==> src/rtl/spk_pkg.sv <==
package spk_pkg;
    localparam int WORD_W     = 32;
    localparam int CS_BYTES   = 4;
    localparam int CS_BITS    = CS_BYTES * 8;
    localparam int CS_IDX_W   = $clog2(CS_BITS);
    localparam int CS_ADDR_W  = $clog2(CS_BYTES);
    localparam int FRAMES     = 192;
    localparam int FRAME_W    = $clog2(FRAMES);
    localparam int MIN_CH     = 2;
    localparam int MAX_CH     = 8;
    localparam int CH_W       = $clog2(MAX_CH);
    localparam int CNT_W      = 4;
    localparam int CH_NUM_LSB = 20;
    localparam int CH_NUM_W   = 4;
    localparam int AUD_W      = 24;
    localparam int CS_POS     = 26;
    localparam int PAR_POS    = 27;
    localparam int BLK_POS    = 28;
    localparam int PT_SHIFT   = 4;
    localparam int PT_BLK_IN  = 3;

    typedef struct packed {
        logic [FRAME_W-1:0] frame;
        logic [CH_W-1:0]    chan;
    } pos_t;
endpackage

==> src/rtl/spk_position.sv <==
module spk_position
    import spk_pkg::*;
(
    input  logic             clk,
    input  logic             rst_n,
    input  logic             restart,
    input  logic             advance,
    input  logic [CNT_W-1:0] chan_count,
    output pos_t             cur_pos
);
    typedef struct packed {
        pos_t pos;
    } st_t;

    st_t st_d, st_q;
    logic [CNT_W-1:0] lim;
    pos_t base;

    always_comb begin
        if (chan_count < CNT_W'(MIN_CH))      lim = CNT_W'(MIN_CH);
        else if (chan_count > CNT_W'(MAX_CH)) lim = CNT_W'(MAX_CH);
        else                                  lim = chan_count;

        base = restart ? '0 : st_q.pos;
        st_d = st_q;
        if (restart) st_d.pos = '0;
        if (advance) begin
            if ((CNT_W'(base.chan) + CNT_W'(1)) >= lim) begin
                st_d.pos.chan  = '0;
                st_d.pos.frame = (base.frame == FRAME_W'(FRAMES - 1)) ? '0
                                 : base.frame + FRAME_W'(1);
            end else begin
                st_d.pos.chan  = base.chan + CH_W'(1);
                st_d.pos.frame = base.frame;
            end
        end
        cur_pos = base;
    end

    always_ff @(posedge clk or negedge rst_n) begin
        if (!rst_n) st_q <= '0;
        else        st_q <= st_d;
    end
endmodule

==> src/rtl/spk_chan_status.sv <==
module spk_chan_status
    import spk_pkg::*;
(
    input  logic                 clk,
    input  logic                 rst_n,
    input  logic                 cfg_we,
    input  logic [CS_ADDR_W-1:0] cfg_addr,
    input  logic [7:0]           cfg_data,
    input  pos_t                 pos,
    output logic                 cs_bit
);
    typedef struct packed {
        logic [CS_BYTES-1:0][7:0] bytes;
    } st_t;

    st_t st_d, st_q;
    logic [CS_BITS-1:0]  flat;
    logic [CH_NUM_W-1:0] ch_num;

    always_comb begin
        st_d = st_q;
        if (cfg_we) st_d.bytes[cfg_addr] = cfg_data;

        ch_num = CH_NUM_W'(pos.chan) + CH_NUM_W'(1);
        flat   = st_q.bytes;
        flat[CH_NUM_LSB +: CH_NUM_W] = ch_num;
        if (pos.frame < FRAME_W'(CS_BITS)) cs_bit = flat[pos.frame[CS_IDX_W-1:0]];
        else                               cs_bit = 1'b0;
    end

    always_ff @(posedge clk or negedge rst_n) begin
        if (!rst_n) st_q <= '0;
        else        st_q <= st_d;
    end
endmodule

==> src/rtl/spk_format.sv <==
module spk_format
    import spk_pkg::*;
(
    input  logic              raw_mode,
    input  logic [WORD_W-1:0] in_word,
    input  logic              cs_bit,
    input  logic              blk_start,
    output logic [WORD_W-1:0] out_word
);
    always_comb begin
        out_word = '0;
        if (raw_mode) begin
            out_word[AUD_W-1:0] = in_word[AUD_W-1:0];
            out_word[CS_POS]    = cs_bit;
            out_word[BLK_POS]   = blk_start;
            out_word[PAR_POS]   = ^out_word[CS_POS:0];
        end else begin
            out_word          = in_word >> PT_SHIFT;
            out_word[BLK_POS] = in_word[PT_BLK_IN];
        end
    end
endmodule

==> src/rtl/iec_subframe_packer.sv <==
module iec_subframe_packer
    import spk_pkg::*;
(
    input  logic                 clk,
    input  logic                 rst_n,
    input  logic                 restart,
    input  logic                 raw_mode,
    input  logic [CNT_W-1:0]     chan_count,
    input  logic                 cfg_we,
    input  logic [CS_ADDR_W-1:0] cfg_addr,
    input  logic [7:0]           cfg_data,
    input  logic                 in_valid,
    output logic                 in_ready,
    input  logic [WORD_W-1:0]    in_data,
    output logic                 out_valid,
    input  logic                 out_ready,
    output logic [WORD_W-1:0]    out_data
);
    typedef struct packed {
        logic              vld;
        logic [WORD_W-1:0] data;
    } st_t;

    st_t st_d, st_q;
    pos_t cur_pos;
    logic accept, cs_bit, blk_start;
    logic [WORD_W-1:0] packed_word;

    spk_position u_pos (
        .clk(clk), .rst_n(rst_n), .restart(restart), .advance(accept),
        .chan_count(chan_count), .cur_pos(cur_pos)
    );

    spk_chan_status u_cs (
        .clk(clk), .rst_n(rst_n), .cfg_we(cfg_we), .cfg_addr(cfg_addr),
        .cfg_data(cfg_data), .pos(cur_pos), .cs_bit(cs_bit)
    );

    spk_format u_fmt (
        .raw_mode(raw_mode), .in_word(in_data), .cs_bit(cs_bit),
        .blk_start(blk_start), .out_word(packed_word)
    );

    always_comb begin
        in_ready  = !st_q.vld || out_ready;
        accept    = in_valid && in_ready;
        blk_start = (cur_pos.frame == '0) && (cur_pos.chan == '0);
        st_d = st_q;
        if (accept) begin
            st_d.vld  = 1'b1;
            st_d.data = packed_word;
        end else if (out_ready) begin
            st_d.vld = 1'b0;
        end
        out_valid = st_q.vld;
        out_data  = st_q.data;
    end

    always_ff @(posedge clk or negedge rst_n) begin
        if (!rst_n) st_q <= '0;
        else        st_q <= st_d;
    end
endmodule

==> config.mk <==
export PLATFORM = sky130hd
export DESIGN_NAME = iec_subframe_packer
export DESIGN_NICKNAME = d
export VERILOG_FILES = /design/src/rtl/spk_pkg.sv /design/src/rtl/spk_position.sv /design/src/rtl/spk_chan_status.sv /design/src/rtl/spk_format.sv /design/src/rtl/iec_subframe_packer.sv
export SDC_FILE = /design/constraint.sdc
export NUM_CORES = 1
export LEC_CHECK = 0
export ABC_AREA = 1
export CORE_UTILIZATION = 40
export CTS_CLUSTER_DIAMETER = 100
export DETAILED_ROUTE_END_ITERATION = 12
export GPL_ROUTABILITY_DRIVEN = 0
export PLACE_DENSITY = 0.65
export SLEW_MARGIN = 20
export SYNTH_ARGS = -nofsm -noshare
export SYNTH_HDL_FRONTEND = slang
export SYNTH_SLANG_ARGS = --single-unit
==> constraint.sdc <==
create_clock -name clk -period 3.25 [get_ports clk]
set_clock_uncertainty 0.2 [all_clocks]
set_input_delay 0.65 -clock clk [delete_from_list [all_inputs] [get_ports clk]]
set_output_delay 0.65 -clock clk [all_outputs]
set_load 0.05 [all_outputs]
# Word level (Yosys, flattened, before mapping)
# Index checks and enable logic that the tools add are counted.
totals:
  ff_bits: 73
  word_cells: 45
classes:
  magnitude_cmp: 7
  reduce_logical: 9
  n_eq_ne: 1
  n_addsub: 3
  mux: 17
op_table:
  columns: ["op", "n"]
  rows:
  - ["11-bit 2-to-1 mux", 3]
  - ["32-bit bitwise mux", 1]
  - ["27-bit parity", 1]
  - ["24-bit 2-to-1 mux", 1]
  - ["8-bit demux with 2-bit select", 1]
  - ["8-bit 2-to-1 mux", 2]
  - ["8-bit by 1-bit adder with 8-bit output, second input constant", 1]
  - ["8-bit == test, second input constant", 1]
  - ["8-bit logical NOT", 1]
  - ["8-bit by 6-bit < comparator with 1-bit output, second input constant", 1]
  - ["4-bit 2-to-1 mux", 2]
  - ["5-bit by 6-bit < comparator with 1-bit output, second input constant", 1]
  - ["1-bit binary-select mux with 5-bit select", 1]
  - ["3-bit by 1-bit adder with 4-bit output, second input constant", 1]
  - ["4-bit >= comparator", 1]
  - ["4-bit greater-than comparator, second input constant", 1]
  - ["4-bit by 2-bit < comparator with 1-bit output, second input constant", 1]
  - ["1-bit 2-to-1 mux", 4]
  - ["3-bit by 1-bit adder with 3-bit output, second input constant", 1]
  - ["1-bit logical AND", 3]
  - ["3-bit logical NOT", 1]
  - ["2-bit by 3-bit < comparator with 1-bit output, second input constant", 1]
  - ["3-bit 2-to-1 mux", 1]
  - ["2-bit by 1-bit >= comparator with 1-bit output, second input constant", 1]
  - ["other kinds (4)", 4]

# Logic depth before layout (Yosys ltp)
# Gate-level depths: netlist of the first run.
depth:
  word_depth: 7
  ltp_mapped: 19
  ltp_nobuf: 19

# By module
# From an unflattened synthesis of the first run, not the netlist that was laid out.
unflattened:
  hier_cells: 698
  hier_area_um2: 4659.5
modules_own_cells:
  columns: ["module", "cells_per_inst", "area_per_inst_um2", "instances", "seq_area_each_um2"]
  rows:
  - ["spk_chan_status", 199, 1458.9, 1, 700.7]
  - ["iec_subframe_packer", 156, 1381.3, 1, 825.8]
  - ["spk_position", 132, 933.4, 1, 275.3]
  - ["spk_format", 211, 885.8, 1, 0.0]

# Worst setup path after synthesis of the first run
# Ideal clock, no wire load.
synth_path:
  path_kind: "input port to flip-flop"
  startpoint: "input restart"
  endpoint: "register u_pos.st_q[10] (netlist bit)"
  setup_ns: 0.123
  path_slack_ns: 0.357
  path_stages: 15
  n_path_buf: 0
  arrival_ns: 2.569
  path_cell_list: "nor2_1 > inv_1 > ha_1 > ha_1 > inv_1 > o21bai_1 > nand3_1 > nand3_1 > nand2_1 > inv_1 > nand2_1 > nor3_2 > nand3_1 > nor2_1 > a21oi_1"
synth_lines:
  columns: ["element", "line", "text"]
  rows:
  - ["start, declared", "iec_subframe_packer.sv:6", "input logic restart,"]
  - ["end signal, assigned", "spk_position.sv:42", "else st_q <= st_d;"]
  - ["end, declared", "spk_position.sv:15", "st_t st_d, st_q;"]

==> results of run 1 <==
metrics by stage:
step	area, um^2	utilization [%]	cells	setup TNS [ns]	power [W]
after global placement	5130	51.8	822	0	0.00192
after global routing	5320	53.6	838	0	0.00274
final	5320	53.6	838	0	0.00258
after floorplan	4140	-	614	0	0.00161
after detailed placement	5130	51.8	822	-0.0499	0.00194
after CTS	5320	53.6	838	0	0.00260
layer usage:
metal  share of wire, %  vias to the layer above  global-route usage (%)
li1                   -                     2090                       -
met1                 48                     1900                    28.1
met2                 46                       95                    34.6
met3                3.9                       10                    2.20
met4                1.5                        0                    8.18
met5                  0                        -                       0
power breakdown:
| group | internal (W) | switching, W |
|---|---|---|
| Combinational | 0.000316 | 0.000546 |
| Clock | 0.000303 | 0.000361 |
| Sequential | 0.000978 | 0.0000798 |
sequential cells by signal (all words and copies together) (netlist names):
| signal | count |
|---|---|
| u_pos.st_q | 11 |
| out_valid | 1 |
| u_cs.flat | 28 |
| out_data | 29 |
kinds of logic after synthesis:
kind of cell,Yosys count
adders and majority gates,7
AOI/OAI and AO/OA,74
buffers and inverters,94
DFF,69
xor gates and xnor gates,13
other,1
and+or+nand+nor,354
cell type report:
type                    count  share of cell area (%)
well taps                 133                    3.13
clock buffers              10                    2.59
multi-input cells         451                    38.2
inverters                  72                    5.08
repair buffers             97                    17.7
clock inverters             6                   0.871
flip-flops and latches     69                    32.5
synth_stat cells (all sizes together):
cell type  count  share of area [%]
xor2           8                1.7
clkbuf        13                1.2
xnor2          5                1.1
nand4          5               0.76
a31oi         24                3.6
o22ai          2               0.30
a21oi          7               0.85
buf            9                1.6
nand3b         1               0.18
o21bai         1               0.18
o21ai         39                4.7
nand3         37                4.5
o211a          1               0.24
inv           72                6.5
conb           1              0.091
dfrtp         69                 42
nand2        243                 22
ha             7                2.1
nor3           5               0.73
nor2          63                5.7
final timing paths:
kind | from | to | slack (ns)
worst max register to register | u_pos.st_q[0] | u_pos.st_q[10] | 0.62
max in group asynchronous | rst_n | out_data[10] | 2.02
worst min-delay path | rst_n | u_cs.flat[3] | 0.16
worst max-delay path | restart | u_pos.st_q[10] | 0.27
min in group clk | u_cs.flat[28] | u_cs.flat[28] | 0.29
worst min register to register | u_cs.flat[28] | u_cs.flat[28] | 0.29
==> flow_metrics.tcl, run 1 <==
set metrics [dict create \
    cts_sinks 69 \
    synth-simple-area-share_pct 34.0 \
    setup_violations 0 \
    fmax_mhz 336 \
    crit_chain "clkdlybuf4s50_1 > nor2_1 > inv_1 > ha_1 > ha_1 > inv_1 > o21bai_1 > nand3_1 > nand3_1 > nand2_1 > inv_1 > nand2_1 > nor3_2 > nand3_1 > nor2_1 > a21oi_1" \
    cts_buffer_depth 2 \
    finish.net_count 760 \
    fillers 981 \
    worstPathMaxFanout 3 \
    wl_um 10600 \
    cts_tree "built" \
    avgSynthCellArea_um2 6.75 \
    core_um2 9910 \
    post-route-drc-count 0 \
    required_ns 3.28 \
    grt_pass1_wl_um 18400 \
    tightest_slew_ns 0.773 \
    post-cts-setup-buffers 0 \
    multi_input_area_um2 2030 \
    numCtsBuffers 9 \
    register_area_um2 1730 \
    critical-path-top-delay-family "simple AND/OR/NAND/NOR gates" \
    cts_resized 0 \
    drtIter0Drc 196 \
    vias 4095 \
    muxShareOfSynthArea_pct 0 \
    first_global_vias 4033 \
    drive_gt1_share_pct 5.25 \
    rows 36 \
    finalCritPeriodShare_pct 91.6 \
    whs_ns 0.158 \
    ctsHoldBuffers 0 \
    fin_crit_ns 2.98 \
    cap_violations 0 \
    rsz0062_at_grt "false" \
    clk_pin_slew_worst_paths_ns 0.09 \
    dp_hpwl_um 8010 \
    wl_per_cell_um 12.7 \
    fin_ws_ns 0.274 \
    synth_xor_area_share_pct 2.76 \
    io_pins 87 \
    arrival_ns 3.01 \
    slew_headroom_pct 48.5 \
    postSynthCellCount 612 \
    worst_setup_path_end_kind "register" \
    firstDrtPassIters 4 \
    viasPerCell 4.89 \
    drv_slew 0 \
    synth_compound_area_share_pct 9.93 \
    dpl_worst_slack_ns -0.0499 \
    mostFrequentLayoutCells "nand2_1, clkdlybuf4s50_1, inv_1, dfrtp_1, nor2_1" \
    yosysWarnings 0 \
    synth_top_family_by_area "simple AND/OR/NAND/NOR gates" \
    final-hold-violation-count 0 \
    antenna_found_initial 0 \
    ir_worst_vdd_mv 0.258 \
    die_x_um 104 \
    criticalPathCategory "in2reg" \
    htree_levels 3 \
    outcome "finished, final reports clean" \
    p_leak_nw 2.70 \
    dieArea_um2 10700 \
    port_buffers 83 \
    path_depth 16 \
    cp_slowest_cell "clkdlybuf4s50_1" \
    ys_seq_area_share_pct 41.8 \
    powerDensity_nw_per_um2 486 \
    antenna_cells 0 \
    overflow 0 \
    clk_latency_ns 0.35 \
    root_buffer "clkbuf_8" \
    antenna_left 0 \
    area_growth_pct 28.7 \
    initial_utilization_pct 41.7 \
    synth_cell_types 26 \
    netlist_area_um2 4130 \
    hold_path_class "in2async" \
    cp-start-kind "input pin" \
    layout.cells.most_common "nand2_1" \
    critical_path_buf_inv_count 4 \
    reg2regPathDepth 16 \
    grt.total_usage_pct 20.9 \
    synth_fa_ha_area_share_pct 2.12 \
    synth-seq-cells 69 \
    max_stage_delay_ns 0.45 \
    grt_max_degree 37 \
    fp.dieH_um 104 \
]
Power figures use the tool's default switching activity.
==> run 2: changes to the inputs <==
--- a/config.mk
+++ b/config.mk
@@ -6,6 +6,7 @@
 export NUM_CORES = 1
 export LEC_CHECK = 0
 export ABC_AREA = 1
+export CORE_MARGIN = 1.5
 export CORE_UTILIZATION = 40
 export CTS_CLUSTER_DIAMETER = 100
 export DETAILED_ROUTE_END_ITERATION = 12
==> constraint.sdc (replaced) <==
create_clock -name clk -period 3.7 [get_ports clk]
set_clock_uncertainty 0.2 [all_clocks]
set_input_delay 0.74 -clock clk [delete_from_list [all_inputs] [get_ports clk]]
set_output_delay 0.74 -clock clk [all_outputs]
set_load 0.05 [all_outputs]
==> flow_metrics.tcl, run 2 (synthesis results as in run 1) <==
set metrics [dict create \
    worst_setup_path_end_kind "register" \
    tns_ns 0 \
    initial_utilization_pct 41.7 \
    required_ns 3.73 \
    criticalPathCategory "in2reg" \
    crit_end "u_pos.st_q[10]" \
    rows 36 \
    ctsHoldBuffers 0 \
    p_int_w 0.00137 \
    finalCritPeriodShare_pct 85.9 \
    cap_violations 0 \
    critical-path-top-delay-family "simple AND/OR/NAND/NOR gates" \
    clockPowerShare_pct 24.3 \
    powerDensity_nw_per_um2 422 \
    wl_per_cell_um 12.7 \
    hold_path_class "in2async" \
    layout.cells.most_common "nand2_1" \
    outcome "finished, final reports clean" \
    root_buffer "clkbuf_8" \
    antenna_cells 0 \
    final-hold-violation-count 0 \
    wl_um 10600 \
    grt_pass1_wl_um 17900 \
    antenna_found_initial 0 \
    fin_crit_ns 3.18 \
    firstDrtPassIters 5 \
    post-route-drc-count 0 \
    core_um2 9910 \
    drtIter0Drc 198 \
    worstPathMaxFanout 7 \
    dieArea_um2 10900 \
    ir_worst_vdd_mv 0.202 \
    viasPerCell 4.97 \
    drv_slew 0 \
    reg2regPathDepth 16 \
    first_global_vias 3880 \
    die_x_um 105 \
    tightest_slew_ns 0.809 \
    rsz0062_at_grt "false" \
    vias 4138 \
    htree_levels 3 \
    max_stage_delay_ns 0.51 \
    cts_buffer_depth 2 \
    stdcell_count 833 \
    p_leak_nw 2.67 \
    arrival_ns 3.21 \
    mostFrequentLayoutCells "nand2_1, clkdlybuf4s50_1, inv_1, dfrtp_1, nor2_1" \
    clk_latency_ns 0.34 \
    slew_headroom_pct 46.1 \
    cp-start-kind "input pin" \
    fmax_mhz 315 \
    post-cts-setup-buffers 0 \
    r2r_start "u_pos.st_q[0]" \
    r2r-end "u_pos.st_q[10]" \
    cts_resized 0 \
    drive_gt1_share_pct 4.29 \
    port_buffers 83 \
    setup_violations 0 \
    area_growth_pct 27.4 \
    power.share.combinational_pct 33.9 \
    crit_chain "clkdlybuf4s50_1 > inv_2 > nand2_1 > ha_1 > ha_1 > inv_1 > o21bai_1 > nand3_1 > nand3_1 > nand2_1 > inv_1 > nand2_1 > nor3_2 > nand3_1 > nor2_1 > a21oi_1" \
    critical_path_buf_inv_count 4 \
    switching_share_pct 38.1 \
    finish.net_count 755 \
    cts_sinks 69 \
    grt.total_usage_pct 19.8 \
    dp_cells 817 \
    clk_pin_slew_worst_paths_ns 0.08 \
    overflow 0 \
    io_pins 87 \
    cp_slowest_cell "clkdlybuf4s50_1" \
    antenna_left 0 \
    dp_hpwl_um 7990 \
    grt_max_degree 55 \
    fp.dieH_um 105 \
    p_switching_w 0.000845 \
    largest_reg_flops 29 \
    p_seq_share_pct 41.8 \
    startpoint "restart" \
    path_depth 16 \
    numCtsBuffers 9 \
    reg2reg_setup_slack_ns 1.07 \
    cts_tree "built" \
]
[run 2: changes by cell type in the layout (fill, tap and decap cells not counted), sizes merged]
cell and change:
buf -6, clkinvlp -1, inv -2, clkinv +3, clkdlybuf4s50 +1
[run 2: through the flow]
stage                     hold WS [ns]  power, W  instance area (um^2)  setup WS [ns]  util, %
after floorplan                  0.244   0.00142                  4140          0.717        -
after global placement           0.268   0.00168                  5100          0.266     51.4
after detailed placement         0.274   0.00170                  5100          0.165     51.4
after CTS                        0.294   0.00224                  5270          0.529     53.1
after global routing             0.312   0.00236                  5270          0.318     53.1
final                            0.285   0.00222                  5270          0.521     53.1
[run 2: worst register-to-register path: cells and delay by family, from the launching register on]
family	cells	cell delay [ns]
AND/OR/NAND/NOR	8	0.91
adder cells (fa/ha/maj)	2	0.61
flip-flops	1	0.40
buffers and inverters	4	0.24
AO/OA/AOI/OAI	2	0.16
[run 2: power groups by stage]
| stage | combinational [W] | clock, W | sequential, W |
|---|---|---|---|
| floorplan | 0.000314 | 0 | 0.00110 |
| CTS | 0.000756 | 0.000553 | 0.000929 |
| detailed placement | 0.000755 | 0 | 0.000941 |
| global route | 0.000827 | 0.000588 | 0.000942 |
| global placement | 0.000742 | 0 | 0.000940 |
| finish | 0.000752 | 0.000539 | 0.000928 |
[run 2: area by class of cell]
cell class	count	area [um^2]
timing repair buffer	92	906
clock buffer	10	128
clock inverter	6	40.0
fill	1000	4640
sequential	69	1730
inverter	72	270
multi-input combinational	451	2030
tap	133	166
[run 2: worst min path at each step]
stage / slack, ns / to / cells past startpoint
floorplan: 0.24 / out_data[0] / 0
global placement: 0.27 / u_cs.flat[15] / 2
detailed placement: 0.27 / out_data[27] / 2
CTS: 0.29 / u_cs.flat[31] / 2
global route: 0.31 / u_cs.flat[7] / 2
finish: 0.28 / u_pos.st_q[8] / 1
[run 2: routing by layer]
metal | routed length (um) | share of wire, % | up-vias | track usage (%)
met5 | 0 | 0 | - | 0
met4 | 167 | 1.6 | 0 | 6.36
met3 | 485 | 4.6 | 16 | 2.50
met2 | 4630 | 44 | 116 | 31.1
met1 | 5270 | 50 | 1919 | 28.3
li1 | - | - | 2087 | -
==> run 3: changes to the inputs <==
--- a/config.mk
+++ b/config.mk
@@ -7,11 +7,11 @@
 export LEC_CHECK = 0
 export ABC_AREA = 1
 export CORE_MARGIN = 1.5
-export CORE_UTILIZATION = 40
+export CORE_UTILIZATION = 55
 export CTS_CLUSTER_DIAMETER = 100
 export DETAILED_ROUTE_END_ITERATION = 12
 export GPL_ROUTABILITY_DRIVEN = 0
-export PLACE_DENSITY = 0.65
+export PLACE_DENSITY = 0.85
 export SLEW_MARGIN = 20
 export SYNTH_ARGS = -nofsm -noshare
 export SYNTH_HDL_FRONTEND = slang
==> flow_metrics.tcl, run 3 (synthesis results as in run 1) <==
set metrics [dict create \
    outcome "finished, final reports clean" \
    largest_reg_flops 29 \
    clk_pin_slew_worst_paths_ns 0.08 \
    clk_latency_ns 0.35 \
    utilization_pct 73.2 \
    required_ns 3.74 \
    cts_resized 0 \
    cp-start-kind "input pin" \
    fmax_mhz 297 \
    p_leak_nw 2.71 \
    tightest_slew_ns 0.771 \
    numCtsBuffers 9 \
    htree_levels 3 \
    drv_slew 0 \
    finish.net_count 753 \
    area_growth_pct 28.5 \
    setup_violations 0 \
    powerDensity_nw_per_um2 475 \
    ir_worst_vdd_mv 0.245 \
    overflow 0 \
    post-cts-setup-buffers 0 \
    antenna_cells 0 \
    initial_utilization_pct 57.0 \
    crit_chain "clkdlybuf4s50_1 > nor2_1 > inv_1 > ha_1 > ha_1 > inv_1 > o21bai_1 > nand3_1 > nand3_1 > nand2_1 > inv_1 > nand2_1 > nor3_2 > nand3_1 > nor2_1 > a21oi_1" \
    multi_input_area_um2 2030 \
    cp_slowest_cell "clkdlybuf4s50_1" \
    grt_pass1_wl_um 17500 \
    hold_path_class "in2async" \
    final-hold-violation-count 0 \
    drive_gt1_share_pct 4.15 \
    tns_ns 0 \
    vias 4210 \
    register_area_um2 1730 \
    whs_ns 0.258 \
    wl_um 10700 \
    die_x_um 89.7 \
    grt.total_usage_pct 28.0 \
    root_buffer "clkbuf_8" \
    mostFrequentLayoutCells "nand2_1, clkdlybuf4s50_1, inv_1, dfrtp_1, nor2_1" \
    io_pins 87 \
    power.total_w 0.00252 \
    post-route-drc-count 0 \
    rows 31 \
    port_buffers 83 \
    max_stage_delay_ns 0.51 \
    viasPerCell 5.28 \
    cts_buffer_depth 2 \
    antenna_left 0 \
    worst_setup_path_end_kind "register" \
    antenna_found_initial 0 \
    cts_sinks 69 \
    layout.cells.most_common "nand2_1" \
    drtIter0Drc 273 \
    finalCritPeriodShare_pct 91.1 \
    critical-path-top-delay-family "simple AND/OR/NAND/NOR gates" \
    slew_headroom_pct 48.6 \
    ctsHoldBuffers 0 \
    firstDrtPassIters 5 \
    cts_tree "built" \
    grt_max_degree 55 \
    fillers 580 \
    criticalPathCategory "in2reg" \
    arrival_ns 3.41 \
    fin_crit_ns 3.37 \
    core_um2 7250 \
    critical_path_buf_inv_count 4 \
    rsz0062_at_grt "false" \
    first_global_vias 3994 \
    wl_per_cell_um 13.5 \
    fp.dieH_um 89.7 \
    dieArea_um2 8040 \
    worstPathMaxFanout 7 \
    dp_hpwl_um 7910 \
    cap_violations 0 \
]
run 3: cell types whose count changed in the layout (fill, tap and decap cells not counted):
| cell | delta |
|---|---|
| buf_4 | -2 |
| bufinv_16 | +4 |
| clkbuf_1 | -1 |
| clkinv_2 | -3 |
| clkinv_4 | -2 |
| inv_6 | +2 |
run 3: area by class of cell:
type	instances	area share, %
clock buffers	9	2.33
clock inverters	7	2.73
inverters	72	5.09
multi-input cells	451	38.2
flip-flops and latches	69	32.5
well taps	99	2.33
repair buffers	90	16.8
run 3: worst paths after layout:
check	start	end	slack [ns]	cells after the start
max	restart	u_pos.st_q[10]	0.33	16
min reg2reg	u_cs.flat[26]	u_cs.flat[26]	0.29	2
min in group clk	u_cs.flat[26]	u_cs.flat[26]	0.29	2
max in group asynchronous	rst_n	out_data[15]	2.38	2
min	rst_n	u_cs.flat[13]	0.26	1
max reg2reg	u_pos.st_q[0]	u_pos.st_q[10]	0.87	16
run 3: through the flow:
| step | setup WS [ns] | cell area (um^2) | instances |
|---|---|---|---|
| final | 0.328 | 5310 | 797 |
| after floorplan | 0.717 | 4140 | 614 |
| after global routing | 0.0455 | 5310 | 797 |
| after global placement | 0.168 | 5040 | 781 |
| after CTS | 0.364 | 5310 | 797 |
| after detailed placement | -0.000346 | 5040 | 781 |
run 3: metal layers:
| layer | up-vias | part of all wire [%] | track usage, % |
|---|---|---|---|
| li1 | 2080 | - | - |
| met5 | - | 0 | 0 |
| met1 | 1947 | 45 | 37.2 |
| met4 | 0 | 0.93 | 8.25 |
| met3 | 16 | 6.2 | 6.31 |
| met2 | 167 | 48 | 45.9 |
run 3: worst register-to-register path: cells and delay by family (launching register included):
kind / cells / cell delay [ns]
flip-flops: 1 / 0.38
AND/OR/NAND/NOR: 8 / 1.00
AO/OA/AOI/OAI: 2 / 0.20
buffers and inverters: 4 / 0.34
adder cells (fa/ha/maj): 2 / 0.61
run 3: report_power, final:
group	total, W	switching (W)	internal [W]
sequential	0.000928	0.0000685	0.000859
combinational	0.000763	0.000491	0.000272
clock	0.000833	0.000312	0.000521
